## config.mk

```make
export PLATFORM = sky130hd
export DESIGN_NAME = mc_core
export DESIGN_NICKNAME = d
export VERILOG_FILES = /design/src/rtl/mc_pkg.sv /design/src/rtl/mc_alu.sv /design/src/rtl/mc_regfile.sv /design/src/rtl/mc_ctrl.sv /design/src/rtl/mc_core.sv
export SDC_FILE = /design/constraint.sdc
export NUM_CORES = 2
export LEC_CHECK = 0
export CAP_MARGIN = 5
export CORE_MARGIN = 4
export CORE_UTILIZATION = 50
export DETAILED_ROUTE_END_ITERATION = 6
export DONT_BUFFER_PORTS = 1
export GPL_ROUTABILITY_DRIVEN = 0
export PLACE_DENSITY = 0.63
export SETUP_SLACK_MARGIN = 0.2
export SLEW_MARGIN = 20
export SYNTH_ARGS = -nofsm -noshare
export SYNTH_HDL_FRONTEND = slang
export SYNTH_HIERARCHICAL = 1
export SYNTH_SLANG_ARGS = --single-unit
```

## constraint.sdc

```tcl
create_clock -name clk_i -period 8.75 [get_ports clk_i]
set_input_delay 1.75 -clock clk_i [delete_from_list [all_inputs] [get_ports clk_i]]
set_output_delay 1.75 -clock clk_i [all_outputs]
set_load 0.02 [all_outputs]
```

## src/rtl/mc_pkg.sv

```systemverilog
package mc_pkg;
  localparam int unsigned XLEN   = 32;
  localparam int unsigned NREG   = 32;
  localparam int unsigned RIDX_W = $clog2(NREG);
  localparam int unsigned SH_W   = $clog2(XLEN);
  localparam int unsigned OP_W   = 6;
  localparam int unsigned IMM_W  = 16;
  localparam int unsigned TGT_W  = 26;

  localparam logic [OP_W-1:0] OP_RTYPE = 6'h00;
  localparam logic [OP_W-1:0] OP_J     = 6'h02;
  localparam logic [OP_W-1:0] OP_JAL   = 6'h03;
  localparam logic [OP_W-1:0] OP_BEQ   = 6'h04;
  localparam logic [OP_W-1:0] OP_BNE   = 6'h05;
  localparam logic [OP_W-1:0] OP_ADDI  = 6'h08;
  localparam logic [OP_W-1:0] OP_ANDI  = 6'h0C;
  localparam logic [OP_W-1:0] OP_ORI   = 6'h0D;
  localparam logic [OP_W-1:0] OP_LW    = 6'h23;
  localparam logic [OP_W-1:0] OP_SW    = 6'h2B;

  localparam logic [5:0] FN_SLL = 6'h00;
  localparam logic [5:0] FN_SRL = 6'h02;
  localparam logic [5:0] FN_ADD = 6'h20;
  localparam logic [5:0] FN_SUB = 6'h22;
  localparam logic [5:0] FN_AND = 6'h24;
  localparam logic [5:0] FN_OR  = 6'h25;

  typedef enum logic [3:0] {
    S_FETCH, S_DECODE, S_EXEC_R, S_EXEC_I, S_ADDR,
    S_MEM_RD, S_MEM_WR, S_WB_ALU, S_WB_LD, S_BRANCH, S_JUMP
  } state_e;

  typedef enum logic [2:0] {ALU_ADD, ALU_SUB, ALU_AND, ALU_OR, ALU_SLL, ALU_SRL} alu_op_e;
  typedef enum logic [1:0] {SRC_B_REG, SRC_B_FOUR, SRC_B_IMM, SRC_B_BOFS} src_b_e;
  typedef enum logic [1:0] {WA_RD, WA_RT, WA_LINK} wa_sel_e;
  typedef enum logic [1:0] {WD_ALU, WD_MDR, WD_PC} wd_sel_e;
  typedef enum logic [1:0] {PC_HOLD, PC_INC, PC_BR, PC_JMP} pc_sel_e;

  typedef struct packed {
    logic    ir_we;
    pc_sel_e pc_sel;
    logic    ab_we;
    logic    res_we;
    logic    mdr_we;
    logic    rf_we;
    logic    mem_we;
    logic    addr_res;
    logic    src_a_reg;
    src_b_e  src_b;
    alu_op_e alu_op;
    logic    imm_zext;
    logic    br_ne;
    wa_sel_e wa_sel;
    wd_sel_e wd_sel;
  } ctrl_t;
endpackage

```

## src/rtl/mc_alu.sv

```systemverilog
module mc_alu
  import mc_pkg::*;
(
  input  logic [XLEN-1:0] a_i,
  input  logic [XLEN-1:0] b_i,
  input  logic [SH_W-1:0] shamt_i,
  input  alu_op_e         op_i,
  output logic [XLEN-1:0] res_o,
  output logic            zero_o
);
  always_comb begin
    unique case (op_i)
      ALU_SUB: res_o = a_i - b_i;
      ALU_AND: res_o = a_i & b_i;
      ALU_OR:  res_o = a_i | b_i;
      ALU_SLL: res_o = b_i << shamt_i;
      ALU_SRL: res_o = b_i >> shamt_i;
      default: res_o = a_i + b_i;
    endcase
  end

  assign zero_o = (res_o == '0);
endmodule

```

## src/rtl/mc_regfile.sv

```systemverilog
module mc_regfile
  import mc_pkg::*;
#(
  parameter int unsigned N_REGS = NREG,
  localparam int unsigned IDX_W = $clog2(N_REGS)
) (
  input  logic             clk_i,
  input  logic             rst_ni,
  input  logic [IDX_W-1:0] ra_i,
  input  logic [IDX_W-1:0] rb_i,
  output logic [XLEN-1:0]  rdata_a_o,
  output logic [XLEN-1:0]  rdata_b_o,
  input  logic             we_i,
  input  logic [IDX_W-1:0] wa_i,
  input  logic [XLEN-1:0]  wd_i
);
  logic [XLEN-1:0] rf_q [N_REGS];

  // entry 0 is hard-wired, never stored
  assign rf_q[0] = '0;

  for (genvar g = 1; g < N_REGS; g++) begin : g_reg
    logic [XLEN-1:0] r_q;
    always_ff @(posedge clk_i or negedge rst_ni) begin
      if (!rst_ni)                                r_q <= '0;
      else if (we_i && wa_i == IDX_W'(g))         r_q <= wd_i;
    end
    assign rf_q[g] = r_q;
  end

  assign rdata_a_o = rf_q[ra_i];
  assign rdata_b_o = rf_q[rb_i];
endmodule

```

## src/rtl/mc_ctrl.sv

```systemverilog
module mc_ctrl
  import mc_pkg::*;
(
  input  logic            clk_i,
  input  logic            rst_ni,
  input  logic [OP_W-1:0] opcode_i,
  input  logic [5:0]      funct_i,
  output state_e          state_o,
  output ctrl_t           ctrl_o
);
  state_e state_q, state_d;

  function automatic alu_op_e funct_op(logic [5:0] fn);
    unique case (fn)
      FN_SUB:  return ALU_SUB;
      FN_AND:  return ALU_AND;
      FN_OR:   return ALU_OR;
      FN_SLL:  return ALU_SLL;
      FN_SRL:  return ALU_SRL;
      default: return ALU_ADD;
    endcase
  endfunction

  always_ff @(posedge clk_i or negedge rst_ni) begin
    if (!rst_ni) state_q <= S_FETCH;
    else         state_q <= state_d;
  end

  always_comb begin
    state_d = S_FETCH;
    unique case (state_q)
      S_FETCH:  state_d = S_DECODE;
      S_DECODE: begin
        unique case (opcode_i)
          OP_RTYPE:                  state_d = S_EXEC_R;
          OP_ADDI, OP_ANDI, OP_ORI:  state_d = S_EXEC_I;
          OP_LW, OP_SW:              state_d = S_ADDR;
          OP_BEQ, OP_BNE:            state_d = S_BRANCH;
          OP_J, OP_JAL:              state_d = S_JUMP;
          default:                   state_d = S_FETCH;
        endcase
      end
      S_EXEC_R, S_EXEC_I: state_d = S_WB_ALU;
      S_ADDR:   state_d = (opcode_i == OP_LW) ? S_MEM_RD : S_MEM_WR;
      S_MEM_RD: state_d = S_WB_LD;
      default:  state_d = S_FETCH;
    endcase
  end

  always_comb begin
    ctrl_o = '0;
    unique case (state_q)
      S_FETCH: begin
        ctrl_o.ir_we  = 1'b1;
        ctrl_o.pc_sel = PC_INC;
        ctrl_o.src_b  = SRC_B_FOUR;
      end
      S_DECODE: begin
        // branch target is formed speculatively while operands are read
        ctrl_o.ab_we  = 1'b1;
        ctrl_o.res_we = 1'b1;
        ctrl_o.src_b  = SRC_B_BOFS;
      end
      S_EXEC_R: begin
        ctrl_o.res_we    = 1'b1;
        ctrl_o.src_a_reg = 1'b1;
        ctrl_o.src_b     = SRC_B_REG;
        ctrl_o.alu_op    = funct_op(funct_i);
      end
      S_EXEC_I: begin
        ctrl_o.res_we    = 1'b1;
        ctrl_o.src_a_reg = 1'b1;
        ctrl_o.src_b     = SRC_B_IMM;
        ctrl_o.imm_zext  = (opcode_i == OP_ANDI) || (opcode_i == OP_ORI);
        ctrl_o.alu_op    = (opcode_i == OP_ANDI) ? ALU_AND :
                           (opcode_i == OP_ORI)  ? ALU_OR  : ALU_ADD;
      end
      S_ADDR: begin
        ctrl_o.res_we    = 1'b1;
        ctrl_o.src_a_reg = 1'b1;
        ctrl_o.src_b     = SRC_B_IMM;
      end
      S_MEM_RD: begin
        ctrl_o.addr_res = 1'b1;
        ctrl_o.mdr_we   = 1'b1;
      end
      S_MEM_WR: begin
        ctrl_o.addr_res = 1'b1;
        ctrl_o.mem_we   = 1'b1;
      end
      S_WB_ALU: begin
        ctrl_o.rf_we  = 1'b1;
        ctrl_o.wa_sel = (opcode_i == OP_RTYPE) ? WA_RD : WA_RT;
        ctrl_o.wd_sel = WD_ALU;
      end
      S_WB_LD: begin
        ctrl_o.rf_we  = 1'b1;
        ctrl_o.wa_sel = WA_RT;
        ctrl_o.wd_sel = WD_MDR;
      end
      S_BRANCH: begin
        ctrl_o.src_a_reg = 1'b1;
        ctrl_o.src_b     = SRC_B_REG;
        ctrl_o.alu_op    = ALU_SUB;
        ctrl_o.pc_sel    = PC_BR;
        ctrl_o.br_ne     = (opcode_i == OP_BNE);
      end
      S_JUMP: begin
        ctrl_o.pc_sel = PC_JMP;
        ctrl_o.rf_we  = (opcode_i == OP_JAL);
        ctrl_o.wa_sel = WA_LINK;
        ctrl_o.wd_sel = WD_PC;
      end
      default: ;
    endcase
  end

  assign state_o = state_q;
endmodule

```

## src/rtl/mc_core.sv

```systemverilog
module mc_core
  import mc_pkg::*;
#(
  parameter logic [XLEN-1:0] RST_PC = '0
) (
  input  logic            clk_i,
  input  logic            rst_ni,
  output logic [XLEN-1:0] mem_addr_o,
  output logic [XLEN-1:0] mem_wdata_o,
  output logic            mem_we_o,
  input  logic [XLEN-1:0] mem_rdata_i
);
  localparam int unsigned PAGE_W = XLEN - TGT_W - 2;

  logic [XLEN-1:0] pc_q, ir_q, reg_a_q, reg_b_q, res_q, mdr_q;
  state_e state_q;
  ctrl_t  ctrl;

  logic [OP_W-1:0]   opcode;
  logic [RIDX_W-1:0] rs, rt, rd, wa;
  logic [SH_W-1:0]   shamt;
  logic [IMM_W-1:0]  imm;
  logic [TGT_W-1:0]  target;
  logic [XLEN-1:0]   imm_sx, imm_ext, src_a, src_b, alu_res, rf_a, rf_b, wd;
  logic              alu_zero, br_take;

  assign opcode = ir_q[31:26];
  assign rs     = ir_q[25:21];
  assign rt     = ir_q[20:16];
  assign rd     = ir_q[15:11];
  assign shamt  = ir_q[10:6];
  assign imm    = ir_q[IMM_W-1:0];
  assign target = ir_q[TGT_W-1:0];

  mc_ctrl i_ctrl (
    .clk_i    (clk_i),
    .rst_ni   (rst_ni),
    .opcode_i (opcode),
    .funct_i  (ir_q[5:0]),
    .state_o  (state_q),
    .ctrl_o   (ctrl)
  );

  assign imm_sx  = {{(XLEN-IMM_W){imm[IMM_W-1]}}, imm};
  assign imm_ext = ctrl.imm_zext ? {{(XLEN-IMM_W){1'b0}}, imm} : imm_sx;

  assign src_a = ctrl.src_a_reg ? reg_a_q : pc_q;

  always_comb begin
    unique case (ctrl.src_b)
      SRC_B_REG:  src_b = reg_b_q;
      SRC_B_FOUR: src_b = XLEN'(4);
      SRC_B_IMM:  src_b = imm_ext;
      default:    src_b = imm_sx << 2;
    endcase
  end

  mc_alu i_alu (
    .a_i     (src_a),
    .b_i     (src_b),
    .shamt_i (shamt),
    .op_i    (ctrl.alu_op),
    .res_o   (alu_res),
    .zero_o  (alu_zero)
  );

  always_comb begin
    unique case (ctrl.wa_sel)
      WA_RD:   wa = rd;
      WA_RT:   wa = rt;
      default: wa = RIDX_W'(NREG - 1);
    endcase
  end

  always_comb begin
    unique case (ctrl.wd_sel)
      WD_MDR:  wd = mdr_q;
      WD_PC:   wd = pc_q;
      default: wd = res_q;
    endcase
  end

  mc_regfile #(.N_REGS(NREG)) i_rf (
    .clk_i     (clk_i),
    .rst_ni    (rst_ni),
    .ra_i      (rs),
    .rb_i      (rt),
    .rdata_a_o (rf_a),
    .rdata_b_o (rf_b),
    .we_i      (ctrl.rf_we),
    .wa_i      (wa),
    .wd_i      (wd)
  );

  assign br_take = ctrl.br_ne ? !alu_zero : alu_zero;

  always_ff @(posedge clk_i or negedge rst_ni) begin
    if (!rst_ni) begin
      pc_q    <= RST_PC;
      ir_q    <= '0;
      reg_a_q <= '0;
      reg_b_q <= '0;
      res_q   <= '0;
      mdr_q   <= '0;
    end else begin
      unique case (ctrl.pc_sel)
        PC_INC:  pc_q <= alu_res;
        PC_BR:   if (br_take) pc_q <= res_q;
        PC_JMP:  pc_q <= {pc_q[XLEN-1 -: PAGE_W], target, 2'b00};
        default: ;
      endcase
      if (ctrl.ir_we)  ir_q <= mem_rdata_i;
      if (ctrl.ab_we) begin
        reg_a_q <= rf_a;
        reg_b_q <= rf_b;
      end
      if (ctrl.res_we) res_q <= alu_res;
      if (ctrl.mdr_we) mdr_q <= mem_rdata_i;
    end
  end

  assign mem_addr_o  = ctrl.addr_res ? res_q : pc_q;
  assign mem_wdata_o = reg_b_q;
  assign mem_we_o    = ctrl.mem_we;
endmodule

```

==> metrics.txt <==
# TYPE chip_impl_metric gauge
chip_impl_info{name="run_status",value="finished, final reports clean"} 1
chip_impl_metric{name="ios",unit=""} 99
chip_impl_metric{name="p_leak",unit="nW"} 34.6
chip_impl_metric{name="finClkSkew",unit="ns"} 0.0314
chip_impl_metric{name="num-fill-cells",unit=""} 11700
chip_impl_metric{name="vias_in_the_first_global_route",unit=""} 50800
chip_impl_metric{name="synth_simple_gate_area_share",unit="%"} 4.60
chip_impl_metric{name="worst-path-buf-inv",unit=""} 3
chip_impl_metric{name="grt_max_degree",unit=""} 228
chip_impl_metric{name="design.core.area",unit="mm2"} 0.142
chip_impl_metric{name="portBuffers",unit=""} 0
chip_impl_metric{name="die_area",unit="mm2"} 0.149
chip_impl_metric{name="worst-path-stages",unit=""} 31
chip_impl_metric{name="clock_tree.htree_level_count",unit=""} 4
chip_impl_metric{name="chipWidth",unit="um"} 386
chip_impl_metric{name="drt-initial-drc-count",unit=""} 5543
chip_impl_metric{name="ant_nets",unit=""} 0
chip_impl_metric{name="grt_usage",unit="%"} 31.6
chip_impl_metric{name="max_slew.worst_pin.slew",unit="ns"} 1.15
chip_impl_metric{name="timing.final.hold_violations",unit=""} 0
chip_impl_metric{name="ir_drop",unit="mV"} 0.367
chip_impl_info{name="most-common-layout-cells",value="mux2_2 (1177), dfrtp_1 (1174), mux4_2 (444), nand2_1 (243), mux2i_1 (237)"} 1
chip_impl_metric{name="setup_tns",unit="ns"} 0
chip_impl_metric{name="cts_num_sinks",unit=""} 1188
chip_impl_metric{name="place.detailed.instances",unit=""} 7046
chip_impl_metric{name="power.share.sequential",unit="%"} 27.2
chip_impl_metric{name="drt_wl_total",unit="um"} 237000
chip_impl_metric{name="critical_path_peak_fanout",unit=""} 28
chip_impl_metric{name="share_clk_of_total_power",unit="%"} 15.7
chip_impl_metric{name="cap_violations",unit=""} 0
chip_impl_metric{name="power",unit="mW"} 35.1
chip_impl_info{name="tritoncts",value="done"} 1
chip_impl_metric{name="reg2reg_depth",unit=""} 31
chip_impl_metric{name="final_net_count",unit=""} 5366
chip_impl_metric{name="synthCells",unit=""} 5585
chip_impl_metric{name="die_y",unit="um"} 386
chip_impl_metric{name="viasPerCell",unit=""} 6.92
chip_impl_info{name="worstSetupEndpointType",value="flop"} 1
chip_impl_metric{name="power_density",unit="mW/mm2"} 454
chip_impl_metric{name="power.internal",unit="mW"} 19.0
chip_impl_metric{name="finalSetupViolCount",unit=""} 0
chip_impl_info{name="hold_path_class",value="flop to flop"} 1
chip_impl_metric{name="grt_overflow",unit=""} 0
chip_impl_metric{name="clock_pin_slew_on_the_worst_setup_and_hold_paths",unit="ns"} 0.06
chip_impl_info{name="synth_top_family_by_area",value="multiplexers"} 1
chip_impl_metric{name="synth_edf_count",unit=""} 0
chip_impl_metric{name="max_stage_delay",unit="ns"} 0.56
chip_impl_metric{name="combPwrFrac",unit="%"} 57.1
chip_impl_metric{name="drive_above_1_share",unit="%"} 39.7
chip_impl_metric{name="post_cts_resize_count",unit=""} 0
chip_impl_metric{name="fmaxAchievable",unit="GHz"} 0.124
chip_impl_metric{name="async_flop_share",unit="%"} 100
chip_impl_metric{name="firstDrtPassIters",unit=""} 6
chip_impl_metric{name="preCtsSetupSlack",unit="ns"} 0.856
chip_impl_metric{name="layout_min_cycle_time",unit="ns"} 8.08
chip_impl_metric{name="post-cts-setup-buffer-count",unit=""} 0
chip_impl_metric{name="worst-endpoint-arrival",unit="ns"} 8.74
chip_impl_metric{name="cts_hold_buf",unit=""} 0
chip_impl_metric{name="yosysWarningCount",unit=""} 6
chip_impl_metric{name="cts_buffers",unit=""} 131
chip_impl_metric{name="cts.path.max_buffers",unit=""} 3
chip_impl_metric{name="max_slew_margin",unit="%"} 22.8
chip_impl_info{name="yosys_most_used_dff",value="dfrtp_1"} 1
chip_impl_metric{name="layout.cells.non_filler",unit=""} 7286
chip_impl_info{name="crit_path_top_delay_cell",value="or4b_1"} 1
chip_impl_metric{name="power_spent_charging_and_discharging_nets",unit="mW"} 16.1
chip_impl_metric{name="finalCoreUtilization",unit="%"} 54.5
chip_impl_metric{name="mean_post_synth_cell_area",unit="um2"} 12.8
chip_impl_metric{name="initial_utilization",unit="%"} 50.5
chip_impl_metric{name="grt_antenna_before_repair",unit=""} 5
chip_impl_metric{name="clock_latency_of_the_later_clocked_register_in_the_worst_skew_pair",unit="ns"} 0.78
chip_impl_info{name="critical-path-top-delay-family",value="simple AND/OR/NAND/NOR gates"} 1
chip_impl_metric{name="period_share",unit="%"} 92.3
chip_impl_metric{name="via_count",unit=""} 50400
chip_impl_metric{name="post_synthesis_sequential_element_count",unit=""} 1188
chip_impl_metric{name="dp_hpwl",unit="um"} 147000
chip_impl_info{name="final_common_cell",value="mux2_2"} 1
chip_impl_metric{name="synthXorXnorAreaFrac",unit="%"} 0.562
chip_impl_metric{name="postSynthNetCount",unit=""} 5659
chip_impl_info{name="rsz0062_at_grt",value="false"} 1
chip_impl_metric{name="muxShareOfSynthArea",unit="%"} 38.5
chip_impl_metric{name="yosysSeqAreaShare",unit="%"} 41.6
chip_impl_metric{name="worst-endpoint-required",unit="ns"} 9.41
chip_impl_metric{name="area_growth",unit="%"} 8.13
chip_impl_metric{name="drcViolationCount",unit=""} 0
chip_impl_metric{name="synth_adder_area_share",unit="%"} 1.02
chip_impl_info{name="timing.critical_path.from_type",value="flop"} 1
chip_impl_metric{name="synth_area",unit="mm2"} 0.0715
chip_impl_metric{name="slew_viol_final",unit=""} 0
chip_impl_metric{name="holdPathStages",unit=""} 1
chip_impl_metric{name="netlist-cell-type-count",unit=""} 99
chip_impl_metric{name="layout_setup_ws",unit="ns"} 0.671
chip_impl_metric{name="rows",unit=""} 138
chip_impl_metric{name="synth_compound_area_share",unit="%"} 9.51
chip_impl_metric{name="grt_first_pass_wirelength",unit="um"} 349000
chip_impl_info{name="cts-root-buf",value="clkbuf_16"} 1
chip_impl_metric{name="swShare",unit="%"} 45.9
chip_impl_metric{name="wire_per_inst",unit="um"} 32.5
chip_impl_info{name="cell_occurring_most_often_along_the_worst_timing_path",value="nand2_1"} 1
chip_impl_info{name="critical_path_class",value="flop to flop"} 1
## state kept, by name, indices dropped and copies added, names as in the netlist
| name | flops |
|---|---|
| mdr_q | 32 |
| ir_q | 32 |
| mem_wdata_o | 32 |
| reg_a_q | 32 |
| i_rf/g.r_q | 992 |
| res_q | 32 |
| pc_q | 32 |
| i_ctrl/state_o | 4 |
## stage by stage
step	area (um2)	hold slack, ns
after CTS	77200	0.509
after global placement	72900	0.484
after detailed placement	73000	0.489
after global routing	77300	0.523
after floorplan	71500	0.470
final	77300	0.507
## metal layers
metal / GRT usage [%] / routed length [um] / share of wire (%)
met1: 43.4 / 96200 / 41
met2: 47.8 / 106000 / 45
met3: 8.35 / 23800 / 10
met4: 12.9 / 10500 / 4.4
met5: 0 / 13 / 0.0055
## cells by family (layout without fill, tap and decap cells)
logic type      count (synthesis)  in the layout
fa+ha+maj                      62             62
other cells                     0              7
compound gates                951            951
buf+inv                       650            454
mux                          2019           2019
flops                        1188           1188
xor+xnor                       45             45
simple gates                  670            670
## area by class of cell
class	count	area, um2	share of cell area [%]
antenna	7	17.5	0.0227
clock buffer	192	3850	4.98
clock inverter	38	395	0.511
inverter	63	236	0.306
multi-input combinational	3747	39300	50.8
sequential	1188	29800	38.5
tap	1890	2360	3.06
timing repair buffer	161	1430	1.85
## synthesized netlist by cell type, types with 75 or more instances
| master | instances | area [um2] |
|---|---|---|
| a211oi_1 | 77 | 578 |
| clkbuf_1 | 320 | 1200 |
| a22o_1 | 208 | 1820 |
| mux2i_1 | 237 | 2370 |
| a21oi_1 | 82 | 410 |
| mux2_1 | 137 | 1540 |
| buf_2 | 175 | 876 |
| dfrtp_1 | 1188 | 29700 |
| a22oi_1 | 77 | 578 |
| nor2_1 | 121 | 454 |
| o31ai_1 | 75 | 563 |
| o21ai_1 | 78 | 390 |
| o21ai_0 | 116 | 581 |
| mux2_2 | 1177 | 13300 |
| mux4_2 | 444 | 10000 |
| nand2_1 | 256 | 961 |
## power by group through the flow
stage	combinational (mW)	sequential, mW	clock, mW
final	20.1	9.55	5.51
after CTS	19.5	9.49	5.62
after detailed placement	19.5	9.58	0
after global placement	19.2	9.49	0
after global routing	21.1	9.78	5.83
after floorplan	14.7	8.48	0
## path summary, 6_finish.rpt
kind / end / slack, ns / start
setup reg to reg: pc_q[4] / 0.67 / i_ctrl/state_o[1]
setup / recovery: pc_q[4] / 0.67 / i_ctrl/state_o[1]
max in group asynchronous: i_rf/g_reg[7].r_q[11] / 5.21 / rst_ni
hold reg to reg: mdr_q[23] / 0.51 / mdr_q[23]
hold / removal: mdr_q[23] / 0.51 / mdr_q[23]
min in group asynchronous: mdr_q[28] / 0.68 / rst_ni
Power figures use the tool's default switching activity.
